`src/rtl/tod_pkg.sv`:
```
package tod_pkg;
    localparam int DATA_W       = 32;
    localparam int ADDR_W       = 3;
    localparam int ADJ_SIGN_BIT = 31;

    typedef enum logic [ADDR_W-1:0] {
        REG_NS       = 3'd0,
        REG_SEC_LO   = 3'd1,
        REG_SEC_HI   = 3'd2,
        REG_INC_NS   = 3'd3,
        REG_INC_FRAC = 3'd4,
        REG_ADJ      = 3'd5,
        REG_CAP_NS   = 3'd6,
        REG_CAP_SEC  = 3'd7
    } reg_addr_e;
endpackage

```
`src/rtl/tod_frac_acc.sv`:
```
module tod_frac_acc #(
    parameter int FRAC_W = 16,
    parameter int INC_W  = 8
) (
    input  logic [FRAC_W-1:0] acc_q,
    input  logic [FRAC_W-1:0] frac,
    input  logic [INC_W-1:0]  inc_ns,
    output logic [FRAC_W-1:0] acc_d,
    output logic [INC_W:0]    step
);
    logic [FRAC_W:0] sum;

    always_comb begin
        sum   = {1'b0, acc_q} + {1'b0, frac};
        acc_d = sum[FRAC_W-1:0];
        step  = {1'b0, inc_ns} + {{INC_W{1'b0}}, sum[FRAC_W]};
    end
endmodule

```
`src/rtl/tod_ns_fold.sv`:
```
module tod_ns_fold #(
    parameter int          NS_W  = 30,
    parameter int unsigned LIMIT = 1_000_000_000
) (
    input  logic [NS_W-1:0] ns_in,
    input  logic [NS_W-1:0] delta,
    input  logic            sub,
    output logic [NS_W-1:0] ns_out,
    output logic            wrap_up,
    output logic            wrap_down
);
    localparam logic [NS_W:0] LIM = (NS_W+1)'(LIMIT);

    logic [NS_W:0] sum;
    logic [NS_W:0] diff;
    logic [NS_W:0] lifted;

    always_comb begin
        sum       = {1'b0, ns_in} + {1'b0, delta};
        diff      = {1'b0, ns_in} - {1'b0, delta};
        lifted    = diff + LIM;
        wrap_up   = 1'b0;
        wrap_down = 1'b0;
        if (sub) begin
            if (ns_in >= delta) begin
                ns_out = diff[NS_W-1:0];
            end else begin
                ns_out    = lifted[NS_W-1:0];
                wrap_down = 1'b1;
            end
        end else if (sum >= LIM) begin
            ns_out  = NS_W'(sum - LIM);
            wrap_up = 1'b1;
        end else begin
            ns_out = sum[NS_W-1:0];
        end
    end
endmodule

```
`src/rtl/tod_capture.sv`:
```
module tod_capture #(
    parameter int NS_W      = 30,
    parameter int CAP_SEC_W = 6
) (
    input  logic                 clk,
    input  logic                 rst_n,
    input  logic                 strobe,
    input  logic                 clear,
    input  logic [NS_W-1:0]      ns_now,
    input  logic [CAP_SEC_W-1:0] sec_now,
    output logic [NS_W-1:0]      cap_ns,
    output logic [CAP_SEC_W-1:0] cap_sec,
    output logic                 cap_valid
);
    typedef struct packed {
        logic [NS_W-1:0]      ns;
        logic [CAP_SEC_W-1:0] sec;
        logic                 valid;
    } cap_state_t;

    cap_state_t cap_d, cap_q;

    always_comb begin
        cap_d = cap_q;
        if (strobe) begin
            cap_d.ns    = ns_now;
            cap_d.sec   = sec_now;
            cap_d.valid = 1'b1;
        end else if (clear) begin
            cap_d.valid = 1'b0;
        end
    end

    always_ff @(posedge clk) begin
        if (!rst_n) cap_q <= '0;
        else        cap_q <= cap_d;
    end

    assign cap_ns    = cap_q.ns;
    assign cap_sec   = cap_q.sec;
    assign cap_valid = cap_q.valid;
endmodule

```
`src/rtl/tod_counter.sv`:
```
module tod_counter #(
    parameter int          SEC_W     = 48,
    parameter int          NS_W      = 30,
    parameter int          INC_W     = 8,
    parameter int          FRAC_W    = 16,
    parameter int          CAP_SEC_W = 6,
    parameter int unsigned NS_LIMIT  = 1_000_000_000,
    parameter int unsigned CLK_HZ    = 125_000_000
) (
    input  logic        clk,
    input  logic        rst_n,
    input  logic        wr_en,
    input  logic [2:0]  wr_addr,
    input  logic [31:0] wr_data,
    input  logic        rd_en,
    input  logic [2:0]  rd_addr,
    output logic [31:0] rd_data,
    input  logic        evt_strobe
);
    import tod_pkg::*;

    localparam int SEC_LO_W = 32;
    localparam int SEC_HI_W = SEC_W - SEC_LO_W;
    localparam longint unsigned INC_RST_L  = longint'(NS_LIMIT) / longint'(CLK_HZ);
    localparam longint unsigned REM_L      = longint'(NS_LIMIT) % longint'(CLK_HZ);
    localparam longint unsigned FRAC_RST_L = (REM_L << FRAC_W) / longint'(CLK_HZ);
    localparam logic [INC_W-1:0]  INC_RST  = INC_W'(INC_RST_L);
    localparam logic [FRAC_W-1:0] FRAC_RST = FRAC_W'(FRAC_RST_L);

    typedef struct packed {
        logic [SEC_W-1:0]    sec;
        logic [NS_W-1:0]     ns;
        logic [FRAC_W-1:0]   acc;
        logic [INC_W-1:0]    inc_ns;
        logic [FRAC_W-1:0]   inc_frac;
        logic [FRAC_W-1:0]   frac_stage;
        logic [SEC_HI_W-1:0] sec_hi_pend;
    } tod_state_t;

    tod_state_t st_d, st_q;

    // fraction accumulator and step
    logic [FRAC_W-1:0] acc_nx;
    logic [INC_W:0]    step;

    tod_frac_acc #(.FRAC_W(FRAC_W), .INC_W(INC_W)) u_frac (
        .acc_q  (st_q.acc),
        .frac   (st_q.inc_frac),
        .inc_ns (st_q.inc_ns),
        .acc_d  (acc_nx),
        .step   (step)
    );

    // first fold: regular advance
    logic [NS_W-1:0] ns_tick;
    logic            tick_up, tick_down;

    tod_ns_fold #(.NS_W(NS_W), .LIMIT(NS_LIMIT)) u_fold_tick (
        .ns_in     (st_q.ns),
        .delta     (NS_W'(step)),
        .sub       (1'b0),
        .ns_out    (ns_tick),
        .wrap_up   (tick_up),
        .wrap_down (tick_down)
    );

    // second fold: one-shot offset
    logic            adj_on;
    logic [NS_W-1:0] adj_mag;
    logic [NS_W-1:0] ns_adj;
    logic            adj_up, adj_down;

    assign adj_on  = wr_en && (reg_addr_e'(wr_addr) == REG_ADJ);
    assign adj_mag = adj_on ? wr_data[NS_W-1:0] : '0;

    tod_ns_fold #(.NS_W(NS_W), .LIMIT(NS_LIMIT)) u_fold_adj (
        .ns_in     (ns_tick),
        .delta     (adj_mag),
        .sub       (adj_on && wr_data[ADJ_SIGN_BIT]),
        .ns_out    (ns_adj),
        .wrap_up   (adj_up),
        .wrap_down (adj_down)
    );

    logic [SEC_W-1:0] sec_run;

    always_comb begin
        sec_run = st_q.sec + SEC_W'(tick_up) + SEC_W'(adj_up)
                - SEC_W'(tick_down) - SEC_W'(adj_down);

        st_d     = st_q;
        st_d.acc = acc_nx;
        st_d.ns  = ns_adj;
        st_d.sec = sec_run;

        if (wr_en) begin
            unique case (reg_addr_e'(wr_addr))
                REG_NS: begin
                    st_d.ns  = wr_data[NS_W-1:0];
                    st_d.sec = st_q.sec;
                end
                REG_SEC_LO:   st_d.sec         = {st_q.sec_hi_pend, wr_data};
                REG_SEC_HI:   st_d.sec_hi_pend = wr_data[SEC_HI_W-1:0];
                REG_INC_FRAC: st_d.frac_stage  = wr_data[FRAC_W-1:0];
                REG_INC_NS: begin
                    st_d.inc_ns   = wr_data[INC_W-1:0];
                    st_d.inc_frac = st_q.frac_stage;
                end
                default: ;
            endcase
        end
    end

    always_ff @(posedge clk) begin
        if (!rst_n) begin
            st_q            <= '0;
            st_q.inc_ns     <= INC_RST;
            st_q.inc_frac   <= FRAC_RST;
            st_q.frac_stage <= FRAC_RST;
        end else begin
            st_q <= st_d;
        end
    end

    // capture
    logic [NS_W-1:0]      cap_ns;
    logic [CAP_SEC_W-1:0] cap_sec;
    logic                 cap_valid;

    tod_capture #(.NS_W(NS_W), .CAP_SEC_W(CAP_SEC_W)) u_cap (
        .clk       (clk),
        .rst_n     (rst_n),
        .strobe    (evt_strobe),
        .clear     (rd_en && (reg_addr_e'(rd_addr) == REG_CAP_SEC)),
        .ns_now    (st_q.ns),
        .sec_now   (st_q.sec[CAP_SEC_W-1:0]),
        .cap_ns    (cap_ns),
        .cap_sec   (cap_sec),
        .cap_valid (cap_valid)
    );

    // read mux
    always_comb begin
        unique case (reg_addr_e'(rd_addr))
            REG_NS:       rd_data = 32'(st_q.ns);
            REG_SEC_LO:   rd_data = st_q.sec[SEC_LO_W-1:0];
            REG_SEC_HI:   rd_data = 32'(st_q.sec[SEC_W-1:SEC_LO_W]);
            REG_INC_NS:   rd_data = 32'({st_q.inc_ns, st_q.inc_frac});
            REG_INC_FRAC: rd_data = 32'(st_q.frac_stage);
            REG_ADJ:      rd_data = '0;
            REG_CAP_NS:   rd_data = 32'(cap_ns);
            REG_CAP_SEC:  rd_data = {cap_valid, 31'(cap_sec)};
            default:      rd_data = '0;
        endcase
    end

    // flat views for the checker
    logic [SEC_W-1:0]    live_sec;
    logic [NS_W-1:0]     live_ns;
    logic [INC_W-1:0]    live_inc_ns;
    logic [FRAC_W-1:0]   live_inc_frac;
    logic [FRAC_W-1:0]   live_stage;
    logic [SEC_HI_W-1:0] live_pend;

    assign live_sec      = st_q.sec;
    assign live_ns       = st_q.ns;
    assign live_inc_ns   = st_q.inc_ns;
    assign live_inc_frac = st_q.inc_frac;
    assign live_stage    = st_q.frac_stage;
    assign live_pend     = st_q.sec_hi_pend;
endmodule

```
`config.mk`:
```
export PLATFORM = sky130hd
export DESIGN_NAME = tod_counter
export DESIGN_NICKNAME = d
export VERILOG_FILES = /design/src/rtl/tod_pkg.sv /design/src/rtl/tod_frac_acc.sv /design/src/rtl/tod_ns_fold.sv /design/src/rtl/tod_capture.sv /design/src/rtl/tod_counter.sv
export SDC_FILE = /design/constraint.sdc
export NUM_CORES = 1
export LEC_CHECK = 0
export ABC_AREA = 1
export BUFFER_PORTS_ARGS = -buffer_cell sky130_fd_sc_hd__buf_2
export CAP_MARGIN = 5
export CORE_MARGIN = 1.5
export CORE_UTILIZATION = 35
export CTS_CLUSTER_DIAMETER = 50
export CTS_CLUSTER_SIZE = 24
export DETAILED_ROUTE_END_ITERATION = 7
export GPL_TIMING_DRIVEN = 0
export SLEW_MARGIN = 20
export SYNTH_ARGS = -nofsm -noshare
export SYNTH_HDL_FRONTEND = slang
export SYNTH_SLANG_ARGS = --single-unit
```
`constraint.sdc`:
```
create_clock -name clk -period 26.8 [get_ports clk]
set_input_delay 1.34 -clock clk [delete_from_list [all_inputs] [get_ports clk]]
set_output_delay 1.34 -clock clk [all_outputs]
set_load 0.02 [all_outputs]
```
## After elaboration in Yosys (flattened, before gate mapping)

Index checks and enable logic that the tools add are counted.
W data, S select, Z words.

| storage, ports and cells | value |
|---|---|
| flip-flop bits (word level) | 187 |
| input bits | 43 |
| output and inout port bits | 32 |
| word-level logic and storage cells | 62 |

| cells by class | value |
|---|---|
| add/subtract/negate cells | 11 |
| magnitude comparators | 3 |
| equality and inequality tests | 13 |
| multiplexer cells | 16 |
| reductions and logical operators | 9 |

Operators with widths:

| operator | number |
|---|---|
| $pmux W32 S8 | 1 |
| $mux W30 | 6 |
| $add A48 B1 Y48 | 2 |
| $pmux W48 S2 | 1 |
| $mux W78 | 1 |
| $ge A31 B30 Y1 const B | 2 |
| $sub A30 B30 Y30 const B | 2 |
| $sub A48 B1 Y48 | 1 |
| $add A30 B30 Y31 | 1 |
| $add A30 B9 Y31 | 1 |
| $add A30 B30 Y30 const B | 1 |
| $ge A30 B30 Y1 | 1 |
| $sub A30 B30 Y30 | 1 |
| $eq A3 B3 Y1 const B | 6 |
| $add A16 B16 Y17 | 1 |
| $eq A3 B2 Y1 const B | 4 |
| $add A8 B1 Y9 | 1 |
| $mux W1 | 7 |
| $eq A3 B1 Y1 const B | 2 |
| $logic_not A3 Y1 | 2 |
| $reduce_and A2 Y1 | 3 |
| $logic_and A1 B1 Y1 | 3 |
| $ne A2 B2 Y1 const B | 1 |
| $reduce_bool A2 Y1 | 1 |

## Depth between registers and ports, before layout

Gate-level depths: netlist (run 1).

| depth | value |
|---|---|
| depth in word-level cells | 13 |
| gate-level depth with buffers | 79 |
| mapped depth without buffers | 76 |

## Cells and area by module

From an unflattened synthesis (run 1), not the netlist that was laid out.

| second synthesis, totals | value |
|---|---|
| cell total of the unflattened synthesis | 4741 |
| area total of the unflattened synthesis | 25854.8 um2 |

Modules (own cells, without submodules):

| module | instances | cells each | area each (um2) | seq. area each (um2) |
|---|---|---|---|---|
| tod_counter | 1 | 1802 | 10704.0 | 3002.9 |
| tod_ns_fold at u_fold_tick | 1 | 1297 | 6401.1 | 0.0 |
| tod_ns_fold at u_fold_adj | 1 | 1277 | 6293.5 | 0.0 |
| tod_capture | 1 | 161 | 1370.1 | 740.7 |
| tod_frac_acc | 1 | 204 | 1086.0 | 0.0 |

## Worst setup path after synthesis (run 1)

OpenSTA, ideal clock, no wires.

| timing path | value |
|---|---|
| path type | reg2reg |
| start | reg st_q[56] in the netlist's numbering |
| end | reg st_q, in the netlist live_sec[18] |
| library setup time | 128 ps |
| arrival time | 9337 ps |
| required time | 26672 ps |
| setup slack | 17335 ps |
| cell stages (with the launch flop) | 73 |
| path buffers | 4 |
| clock period less this slack | 9465 ps |
| cell sequence | dfxtp_1 > ha_1 > fa_1 > nand2_1 > inv_1 > o21ai_0 > and2_1 > inv_1 > nand2_1 > a21boi_0 > o21ai_0 > nand2_1 > a21oi_1 > o21bai_1 > a21boi_0 > nor2_1 > o21ai_0 > nand2_1 > [37 not listed] > buf_6 > nand2_1 > nand2_1 > fa_1 > fa_1 > nand3_1 > nand2_1 > a21oi_1 > o21ai_0 > a21oi_1 > inv_1 > nand2_1 > nand2_1 > a21oi_1 > or2_2 > nand3_1 > o21ai_0 > a21oi_1 |

| between the ends | value |
|---|---|
| word-level cells in the longest chain between the ends | 13 |
| elaborated cells between the ends (all ways) | 19 |
| classes of those cells | add/sub (8); order compare (3); mux (8) |

Ends and longest elaborated chain:

| item | line | text |
|---|---|---|
| start, declared | tod_counter.sv:40 | `tod_state_t st_d, st_q;` |
| start signal, assigned | tod_counter.sv:121 | `st_q <= st_d;` |
| $add A16 B16 Y17 * | tod_frac_acc.sv:14 | `sum = {1'b0, acc_q} + {1'b0, frac};` |
| $add A8 B1 Y9 * | tod_frac_acc.sv:16 | `step = {1'b0, inc_ns} + {{INC_W{1'b0}}, sum[FRAC_W]};` |
| $add A30 B9 Y31 * | tod_ns_fold.sv:19 | `sum = {1'b0, ns_in} + {1'b0, delta};` |
| $sub A30 B30 Y30 / $ge A31 B30 Y1 (equally long branches) | tod_ns_fold.sv:32, tod_ns_fold.sv:31 |  |
| $mux W30 | tod_ns_fold.sv:31 | `end else if (sum >= LIM) begin` |
| $add A30 B30 Y31 | tod_ns_fold.sv:19 |  |
| $ge A31 B30 Y1 | tod_ns_fold.sv:31 |  |
| $mux W1 | tod_ns_fold.sv:31 |  |
| $mux W1 | tod_ns_fold.sv:24 | `if (sub) begin` |
| $add A48 B1 Y48 | tod_counter.sv:88 | `sec_run = st_q.sec + SEC_W'(tick_up) + SEC_W'(adj_up)` |
| $sub A48 B1 Y48 * | tod_counter.sv:89 | `- SEC_W'(tick_down) - SEC_W'(adj_down);` |
| $pmux W48 S2 | tod_counter.sv:97 | `unique case (reg_addr_e'(wr_addr))` |
| $mux W78 * | tod_counter.sv:96 | `if (wr_en) begin` |

Mark *: on every way between the ends. The rest lies on a longest branch, timed or not.
A chain may end at the register's enable or synchronous reset.

## Worst setup path after layout (run 1)

| timing path | value |
|---|---|
| start | reg st_q, in the netlist live_inc_frac[0] |
| end | reg st_q, in the netlist live_sec[41] |

The elaborated chain is that of the path after synthesis.

==> qor.tcl, run 1 <==
set qor(layout_worst_path_cycle_share) 0.477
set qor(tritoncts_num_sinks) 187
set qor(crit_slowest_cell) {sky130_fd_sc_hd__nor4_1}
set qor(synth.ff_latch_count) 187
set qor(nature_of_the_critical_path_startpoint) {register}
set qor(maxClockFrequency_mhz) 78.2
set qor(slew_viol_final) 0
set qor(place_congestion) 1.02
set qor(type_of_the_setup_path_with_the_least_slack) {register to register}
set qor(synth-compound-area-share) 0.216
set qor(yosys_warnings) 0
set qor(hold_viol) 0
set qor(core_region_area_mm2) 0.0575
set qor(switching_share) 0.559
set qor(asyncSetResetFlopFracSynth) 0
set qor(detail_route.iter0.violations) 2382
set qor(area.growth.synth_to_final_pct) 9.64
set qor(ir_drop_mv) 0.0392
set qor(cts.clk_slew.worst_paths_ns) 0.09
set qor(most-common-layout-cells) {sky130_fd_sc_hd__nand2_1 (876), sky130_fd_sc_hd__inv_1 (487), sky130_fd_sc_hd__a21oi_1 (324)}
set qor(post_dp_cell_area_mm2) 0.0216
set qor(crit_start) {live_inc_frac[0]}
set qor(globalRoute.busiestLayer) {met2}
set qor(internal_power_uw) 843
set qor(grt_start_max_net_pins) 22
set qor(critical_path_endpoint) {live_sec[41]}
set qor(synth_enable_flop_cells) 0
set qor(tritoncts) {built}
set qor(cap_violations) 0
set qor(postCtsSetupBuffers) 0
set qor(fraction_of_the_yosys_area_taken_by_sequential_cells) 0.184
set qor(status) {finished clean}
set qor(power_switching_mw) 1.07
set qor(number_of_standard_cell_rows_in_the_floorplan) 88
set qor(cpPeakStageDelay_ns) 0.71
set qor(comb_power_share) 0.667
set qor(setup_viol) 0
set qor(clock-skew-final_ns) 0.0193
set qor(cts_root_buffer) {sky130_fd_sc_hd__clkbuf_16}
set qor(count_of_cells_along_the_worst_register_to_register_path) 59
set qor(post_synth_xor_area_fraction) 0.0280
set qor(routed-via-count) 23600
set qor(regToRegEndpoint) {live_sec[41]}
set qor(grt_pass1_vias) 21500
set qor(drt.antenna.violating_nets) 0
set qor(power.sequential.fraction) 0.191
set qor(syn_area_mm2) 0.0203
set qor(clk_latency_ns) 0.49
set qor(postLayoutCellArea_mm2) 0.0223
set qor(cts-buffers-inserted) 17
set qor(synth.net_count) 3622
set qor(antenna-diode-count) 0
set qor(critPathMostFrequentCell) {sky130_fd_sc_hd__nand2_1}
set qor(cts_hold_buffers) 0
set qor(worst_ep_required_time_ns) 27.22
set qor(final_core_util) 0.387
set qor(fin_nets) 3715
set qor(holdCritPathClass) {register to register}
set qor(synth_top_family_by_area) {simple AND/OR/NAND/NOR gates}
set qor(cp-end-kind) {register}
set qor(via_per_inst) 5.48
set qor(area_of_the_die_mm2) 0.0595
set qor(r2r-start) {live_inc_frac[0]}
set qor(power-per-cell-area_mw_per_mm2) 86.0
set qor(firstDrtPassIters) 7
set qor(crit_buf_inv) 6
set qor(port-buffer-count) 73
set qor(timing.critical_path.arrival_ns) 13.21
set qor(grt_use_met1) 0.408
set qor(rsz0062_at_grt) {false}
set qor(syn-instance-count) 3440
set qor(worst-r2r-setup-slack_ns) 14.01
set qor(nFillCells) 6517
set qor(cts_buffer_depth) 2
set qor(synth_mux_area_frac) 0.00345
set qor(clockPowerShare) 0.141
set qor(grt_first_pass_wirelength_um) 138000
set qor(post_synth_fa_ha_maj_area_fraction) 0.0883
set qor(syn_area_per_cell_um2) 5.90
set qor(boundary_pin_count) 75
set qor(routed_wl_um) 93600
set qor(grt_remaining_overflow) 0
set qor(grt_antenna_before_repair) 2
set qor(commonest_non_fill_non_tap_cell_in_the_layout) {sky130_fd_sc_hd__nand2_1}
set qor(most_frequently_used_flop_master_after_synthesis) {sky130_fd_sc_hd__dfxtp_1}
set qor(synth_simple_gate_area_share) 0.354
set qor(dp_hpwl_um) 78400
set qor(timing.critical_path.fanout_max) 10
set qor(dieHeight_um) 244
set qor(met3_usage) 0.0533
set qor(netlist-cell-type-count) 68
set qor(crit_family) {simple AND/OR/NAND/NOR gates}
set qor(post_cts_resize_count) 0
set qor(post-route-min-period_ns) 12.79
set qor(route.detailed.drc) 0
set qor(setup_total_negative_slack_ns) 0
set qor(groute.layer.met2.usage) 0.481
set qor(post_route_cells_drive_above_1_share) 0.0922
set qor(floorplan.initialDensity) 0.353
set qor(avgRoutedWirePerCell_um) 21.7
set qor(p_leak_nw) 11.2
set qor(globalRouteTotalUtil) 0.311
set qor(cp.depth) 59
set qor(die_w_um) 244
set qor(htreeDepth) 4
set qor(timing_worst_slew_pin_value_ns) 1.01
set qor(timing.hold.ws_ns) 0.464
set qor(slew_headroom) 0.327
synthesized netlist by cell type (19+ instances only):
| cell | number | area [µm²] |
|---|---|---|
| sky130_fd_sc_hd__nand3_2 | 23 | 230 |
| sky130_fd_sc_hd__nand4_1 | 57 | 357 |
| sky130_fd_sc_hd__nor3_1 | 37 | 185 |
| sky130_fd_sc_hd__nand2_2 | 39 | 244 |
| sky130_fd_sc_hd__inv_1 | 487 | 1830 |
| sky130_fd_sc_hd__o21ai_0 | 271 | 1360 |
| sky130_fd_sc_hd__nand3_1 | 204 | 1020 |
| sky130_fd_sc_hd__nand2_1 | 876 | 3290 |
| sky130_fd_sc_hd__nor2_1 | 302 | 1130 |
| sky130_fd_sc_hd__a21o_1 | 19 | 143 |
| sky130_fd_sc_hd__xor2_1 | 40 | 350 |
| sky130_fd_sc_hd__a21oi_1 | 324 | 1620 |
| sky130_fd_sc_hd__o211ai_1 | 20 | 150 |
| sky130_fd_sc_hd__inv_2 | 29 | 109 |
| sky130_fd_sc_hd__dfxtp_1 | 187 | 3740 |
| sky130_fd_sc_hd__nor2_2 | 30 | 188 |
| sky130_fd_sc_hd__a221oi_1 | 28 | 245 |
| sky130_fd_sc_hd__ha_1 | 132 | 1650 |
| sky130_fd_sc_hd__clkbuf_1 | 73 | 274 |
how the worst min path moves through the flow:
stage	from	to	slack [ns]	depth (start not counted)
6_report	u_cap.cap_sec[0]	u_cap.cap_sec[0]	0.46	2
3_3_place_gp	live_pend[9]	live_pend[9]	0.44	2
5_1_grt	u_cap.cap_sec[0]	u_cap.cap_sec[0]	0.50	2
4_1_cts	live_pend[9]	live_pend[9]	0.46	2
2_1_floorplan	live_pend[9]	live_pend[9]	0.43	2
3_5_place_dp	live_pend[9]	live_pend[9]	0.45	2
worst reg2reg max path: cells and delay by family (launching register included):
family / cells / cell delay [ns]
and+or+nand+nor: 28 / 4.67
AOI/OAI and AO/OA: 18 / 3.98
adders and majority gates: 6 / 2.46
buffers and inverters: 6 / 0.99
DFF: 1 / 0.32
xor gates and xnor gates: 1 / 0.31
sequential cells by signal (all words and copies together), names as in the netlist, 8 cells and up:
| signal | count |
|---|---|
| live_pend | 16 |
| st_q | 16 |
| live_sec | 48 |
| u_cap.cap_ns | 30 |
| live_inc_ns | 8 |
| live_ns | 30 |
| live_stage | 16 |
| live_inc_frac | 16 |
power by group through the flow:
stage          clock [mW]  combinational (mW)  sequential, mW
2_1_floorplan           0               0.878           0.352
3_3_place_gp            0                1.23           0.371
3_5_place_dp            0                1.23           0.370
4_1_cts             0.273                1.24           0.364
5_1_grt             0.284                1.40           0.370
6_report            0.270                1.28           0.366
metal layers:
metal	wire, µm	vias up
li1	-	11500
met1	39100	10800
met2	40100	1166
met3	8410	210
met4	5990	2
met5	16	-
cell type report:
| class | count | area, µm² | share of cell area |
|---|---|---|---|
| clock buffer | 17 | 425 | 0.0191 |
| timing repair buffer | 74 | 377 | 0.0169 |
| buffer | 115 | 588 | 0.0264 |
| sequential | 187 | 3740 | 0.168 |
| multi-input combinational | 2614 | 14000 | 0.629 |
| tap | 765 | 957 | 0.0430 |
| inverter | 524 | 1970 | 0.0884 |
| clock inverter | 15 | 190 | 0.00854 |
logic make-up after synthesis:
group | after synthesis
flops | 187
simple gates | 1632
xor+xnor | 58
mux | 7
fa+ha+maj | 139
buf+inv | 639
compound gates | 778
through the flow:
stage                     instances  power (mW)  setup WS, ns
after floorplan                3440        1.23         17.34
after global placement         4278        1.60         14.43
after detailed placement       4279        1.60         14.47
after CTS                      4311        1.87         14.43
after global routing           4311        2.06         13.06
final                          4311        1.91         14.01
Power figures use the tool's default switching activity.
==> run 2, diff against run 1 <==
Settings changed: ABC_AREA 1 to 0.
Clock period 26.8 ns to 10.3 ns, I/O delays scaled along.
==> run 2 against run 1 <==
Largest cell class unchanged. Critical path depth rose by 5. Die area fell by 11%. Largest power group unchanged. The run now ends with negative setup slack left. Global-route usage fell by 1.4 points. Worst hold slack got worse by 0.097 ns. Non-clock buffer count rose by 155. Routed wire length fell by 13%. Cell count fell by 21%. Highest routed layer is now met4. Flip-flop and latch count did not move. Clock-buffer cell count rose by 1. Register-to-register slack got worse by 16 ns. First-iteration DRC count fell by 13%.
==> qor.tcl, run 2 <==
set qor(status) {complete, but fails checks}
set qor(failing_checks) {negative setup slack}
set qor(holdCritPathClass) {primary input to register}
set qor(grt_antenna_before_repair) 0 ;# -2
set qor(dieHeight_um) 230 ;# -5.7%
set qor(grt_pass1_vias) 19400 ;# -9.7%
set qor(hold_viol) 0 ;# unchanged
set qor(ir_drop_mv) 0.113 ;# +190%
set qor(count_of_cells_along_the_worst_register_to_register_path) 64 ;# +8.5%
set qor(holdPathStages) 3 ;# +1
set qor(route.detailed.drc) 0 ;# unchanged
set qor(yosys_warnings) 0 ;# unchanged
set qor(via_per_inst) 6.09 ;# +11%
set qor(dp_hpwl_um) 63300 ;# -19%
set qor(core_region_area_mm2) 0.0505 ;# -12%
set qor(synth.ff_latch_count) 187 ;# unchanged
set qor(clock-skew-final_ns) 0.0128 ;# -0.00647 ns
set qor(syn-instance-count) 2506 ;# -27%
set qor(place_congestion) 0.996 ;# -2.2%
set qor(fraction_of_the_yosys_area_taken_by_sequential_cells) 0.208 ;# +0.0235
set qor(syn_area_mm2) 0.0180 ;# -11%
set qor(cts_root_buffer) {sky130_fd_sc_hd__clkbuf_16}
set qor(cts_hold_buffers) 0 ;# unchanged
set qor(cpPeakStageDelay_ns) 0.58 ;# -0.13 ns
set qor(cts.clk_slew.worst_paths_ns) 0.07 ;# -0.02 ns
set qor(layout_worst_path_cycle_share) 1.22 ;# +0.739
set qor(most-common-layout-cells) {sky130_fd_sc_hd__nand2_1 (319), sky130_fd_sc_hd__a21oi_1 (228), sky130_fd_sc_hd__nor2_1 (206)}
set qor(synth.net_count) 2688 ;# -26%
set qor(setup_slack_ns) -2.22 ;# -16.24 ns
set qor(floorplan.initialDensity) 0.357 ;# +0.00350
set qor(crit_slowest_cell) {sky130_fd_sc_hd__or4_4}
set qor(regToRegEndpoint) {live_sec[40]}
set qor(critPathMostFrequentCell) {sky130_fd_sc_hd__a21oi_2}
set qor(worst-r2r-setup-slack_ns) -2.22 ;# -16.24 ns
set qor(syn_area_per_cell_um2) 7.19 ;# +22%
set qor(area.growth.synth_to_final_pct) 25.1
set qor(power-per-cell-area_mw_per_mm2) 228 ;# +170%
set qor(netlist.area_leader.share) 0.208 ;# +0.0235
set qor(worst_ep_required_time_ns) 10.67 ;# -16.55 ns
set qor(asyncSetResetFlopFracSynth) 0 ;# unchanged
set qor(yosys.cell_count.top_type) {sky130_fd_sc_hd__nand2_1}
set qor(firstDrtPassIters) 6 ;# -1
set qor(globalRouteTotalUtil) 0.297 ;# -0.0137
set qor(slew_viol_final) 0 ;# unchanged
set qor(timing.critical_path.arrival_ns) 12.89 ;# -0.32 ns
set qor(synth_enable_flop_cells) 0 ;# unchanged
set qor(setup_viol) 47 ;# +47
set qor(timing.critical_path.fanout_max) 5 ;# -5
set qor(min-delay-start) {wr_data[29]}
set qor(grt_first_pass_wirelength_um) 120000 ;# -14%
set qor(nature_of_the_critical_path_startpoint) {register}
set qor(slew_headroom) 0.248 ;# -0.0788
set qor(grt_start_max_net_pins) 17 ;# -23%
set qor(detail_route.iter0.violations) 2071 ;# -13%
set qor(routed-via-count) 20700 ;# -12%
set qor(most_frequently_used_flop_master_after_synthesis) {sky130_fd_sc_hd__dfxtp_1}
set qor(dp_worst_setup_slack_ns) -4.01 ;# -18.48 ns
set qor(htreeDepth) 4 ;# unchanged
set qor(tritoncts_num_sinks) 187 ;# unchanged
set qor(tritoncts) {built}
set qor(clk_latency_ns) 0.46 ;# -0.03 ns
set qor(drt.antenna.violating_nets) 0 ;# unchanged
set qor(netlist_top_cells_count) {sky130_fd_sc_hd__nand2_1 (326), sky130_fd_sc_hd__a21oi_1 (262), sky130_fd_sc_hd__nor2_1 (217)}
set qor(cp-end-kind) {register}
set qor(rsz0062_at_grt) {true}
set qor(boundary_pin_count) 75 ;# unchanged
set qor(die_w_um) 230 ;# -5.7%
set qor(maxClockFrequency_mhz) 79.9 ;# +2.1%
set qor(area_of_the_die_mm2) 0.0528 ;# -11%
set qor(r2r-start) {live_inc_frac[0]}
set qor(fin_nets) 2905 ;# -22%
set qor(port-buffer-count) 70 ;# -4.1%
set qor(avgRoutedWirePerCell_um) 24.0 ;# +10%
set qor(setup_total_negative_slack_ns) -77.39 ;# -77.39 ns
set qor(netlist.top_cell.by_area) {sky130_fd_sc_hd__dfxtp_1}
set qor(yosys-top-cells-area) {sky130_fd_sc_hd__dfxtp_1 (21%), sky130_fd_sc_hd__ha_1 (9.2%), sky130_fd_sc_hd__a21oi_1 (7.3%)}
set qor(p_leak_nw) 9.39 ;# -16%
set qor(hold_path_end) {live_ns[29]}
set qor(largest_register_ff_count) 48 ;# unchanged
set qor(nFillCells) 5163 ;# -21%
set qor(grt_remaining_overflow) 0 ;# unchanged
set qor(type_of_the_setup_path_with_the_least_slack) {register to register}
set qor(cts-buffers-inserted) 17 ;# unchanged
set qor(routed_wl_um) 81800 ;# -13%
set qor(commonest_non_fill_non_tap_cell_in_the_layout) {sky130_fd_sc_hd__nand2_1}
set qor(cap_violations) 0 ;# unchanged
set qor(cts_buffer_depth) 2 ;# unchanged
set qor(post_route_cells_drive_above_1_share) 0.192 ;# +0.0997
set qor(post-route-min-period_ns) 12.52 ;# -0.264 ns
set qor(netlist-cell-type-count) 95 ;# +40%
set qor(timing_worst_slew_pin_value_ns) 1.13 ;# +0.118 ns
set qor(number_of_standard_cell_rows_in_the_floorplan) 82 ;# -6.8%
[run 2: cell count changes after synthesis, sizes merged, moves of 20 or more]
cell	delta
nand2	-589
inv	-383
nand3	-163
o21ai	-160
nor2	-128
xnor2	+99
a21oi	-72
mux2i	+66
a211oi	+58
clkbuf	+47
a21o	+42
nand4	-38
or3	+23
nand2b	+20
[run 2: kinds of logic after synthesis]
kind of cell    Yosys count  synth area share
compound gates          792             0.285
xor+xnor                153            0.0744
fa+ha+maj               139            0.0995
buf+inv                 282            0.0603
flops                   187             0.208
mux                      77            0.0450
simple gates            876             0.228
[run 2: where the power goes]
part	switching (mW)	internal, mW
logic	1.99	1.51
registers	0.146	0.833
clock network	0.322	0.340
[run 2: timing repair]
action / 4_1_cts / 5_1_grt
gates cloned: 1 / 0
endpoints found under the setup margin: 69 / 68
pin swaps: 119 / 81
gates resized for setup: 177 / 121
setup buffers: 84 / 51
[run 2: per-stage QoR]
| stage | util | cells | area [µm²] | hold WS [ns] | total power, mW |
|---|---|---|---|---|---|
| 3_5_place_dp | 0.385 | 3248 | 19400 | 0.449 | 3.79 |
| 6_report | 0.446 | 3409 | 22500 | 0.367 | 5.14 |
| 3_3_place_gp | 0.385 | 3248 | 19400 | 0.444 | 3.76 |
| 2_1_floorplan | - | 2506 | 18200 | 0.432 | 3.09 |
| 5_1_grt | 0.446 | 3408 | 22500 | 0.387 | 5.44 |
| 4_1_cts | 0.427 | 3362 | 21600 | 0.353 | 4.80 |
[run 2: how the worst max path moves through the flow]
| stage | cells past startpoint | startpoint | slack [ns] | endpoint |
|---|---|---|---|---|
| after global placement | 59 | live_inc_frac[0] | -3.91 | live_sec[41] |
| after floorplan | 57 | live_inc_frac[0] | -0.94 | live_sec[46] |
| after CTS | 57 | live_inc_frac[0] | -2.05 | live_sec[46] |
| after detailed placement | 59 | live_inc_frac[0] | -4.01 | live_sec[41] |
| final | 64 | live_inc_frac[0] | -2.22 | live_sec[40] |
| after global routing | 60 | live_inc_frac[0] | -2.61 | live_sec[46] |
[run 2: cell type report]
type / count / area, µm² / share of cell area
buffer: 141 / 597 / 0.0265
tap: 672 / 841 / 0.0373
clock buffer: 18 / 439 / 0.0195
timing repair buffer: 203 / 1440 / 0.0640
inverter: 136 / 520 / 0.0231
sequential: 187 / 3750 / 0.166
multi-input combinational: 2037 / 14800 / 0.658
antenna: 1 / 2.50 / 0.000111
clock inverter: 14 / 123 / 0.00545
[run 2: critical path: cells and delay by family (launching register included)]
kind	cells	cell delay (ns)
AOI/OAI and AO/OA	34	5.70
xor gates and xnor gates	3	0.54
and+or+nand+nor	11	2.69
DFF	1	0.36
adders and majority gates	7	1.96
buffers and inverters	9	1.18
[run 2: per-layer routing]
metal | GRT usage | vias to the layer above | share of wire
met1 | 0.386 | 10100 | 0.42
met3 | 0.0329 | 211 | 0.072
met4 | 0.136 | 0 | 0.051
li1 | - | 9442 | -
met2 | 0.493 | 1005 | 0.46
met5 | 0 | - | 0
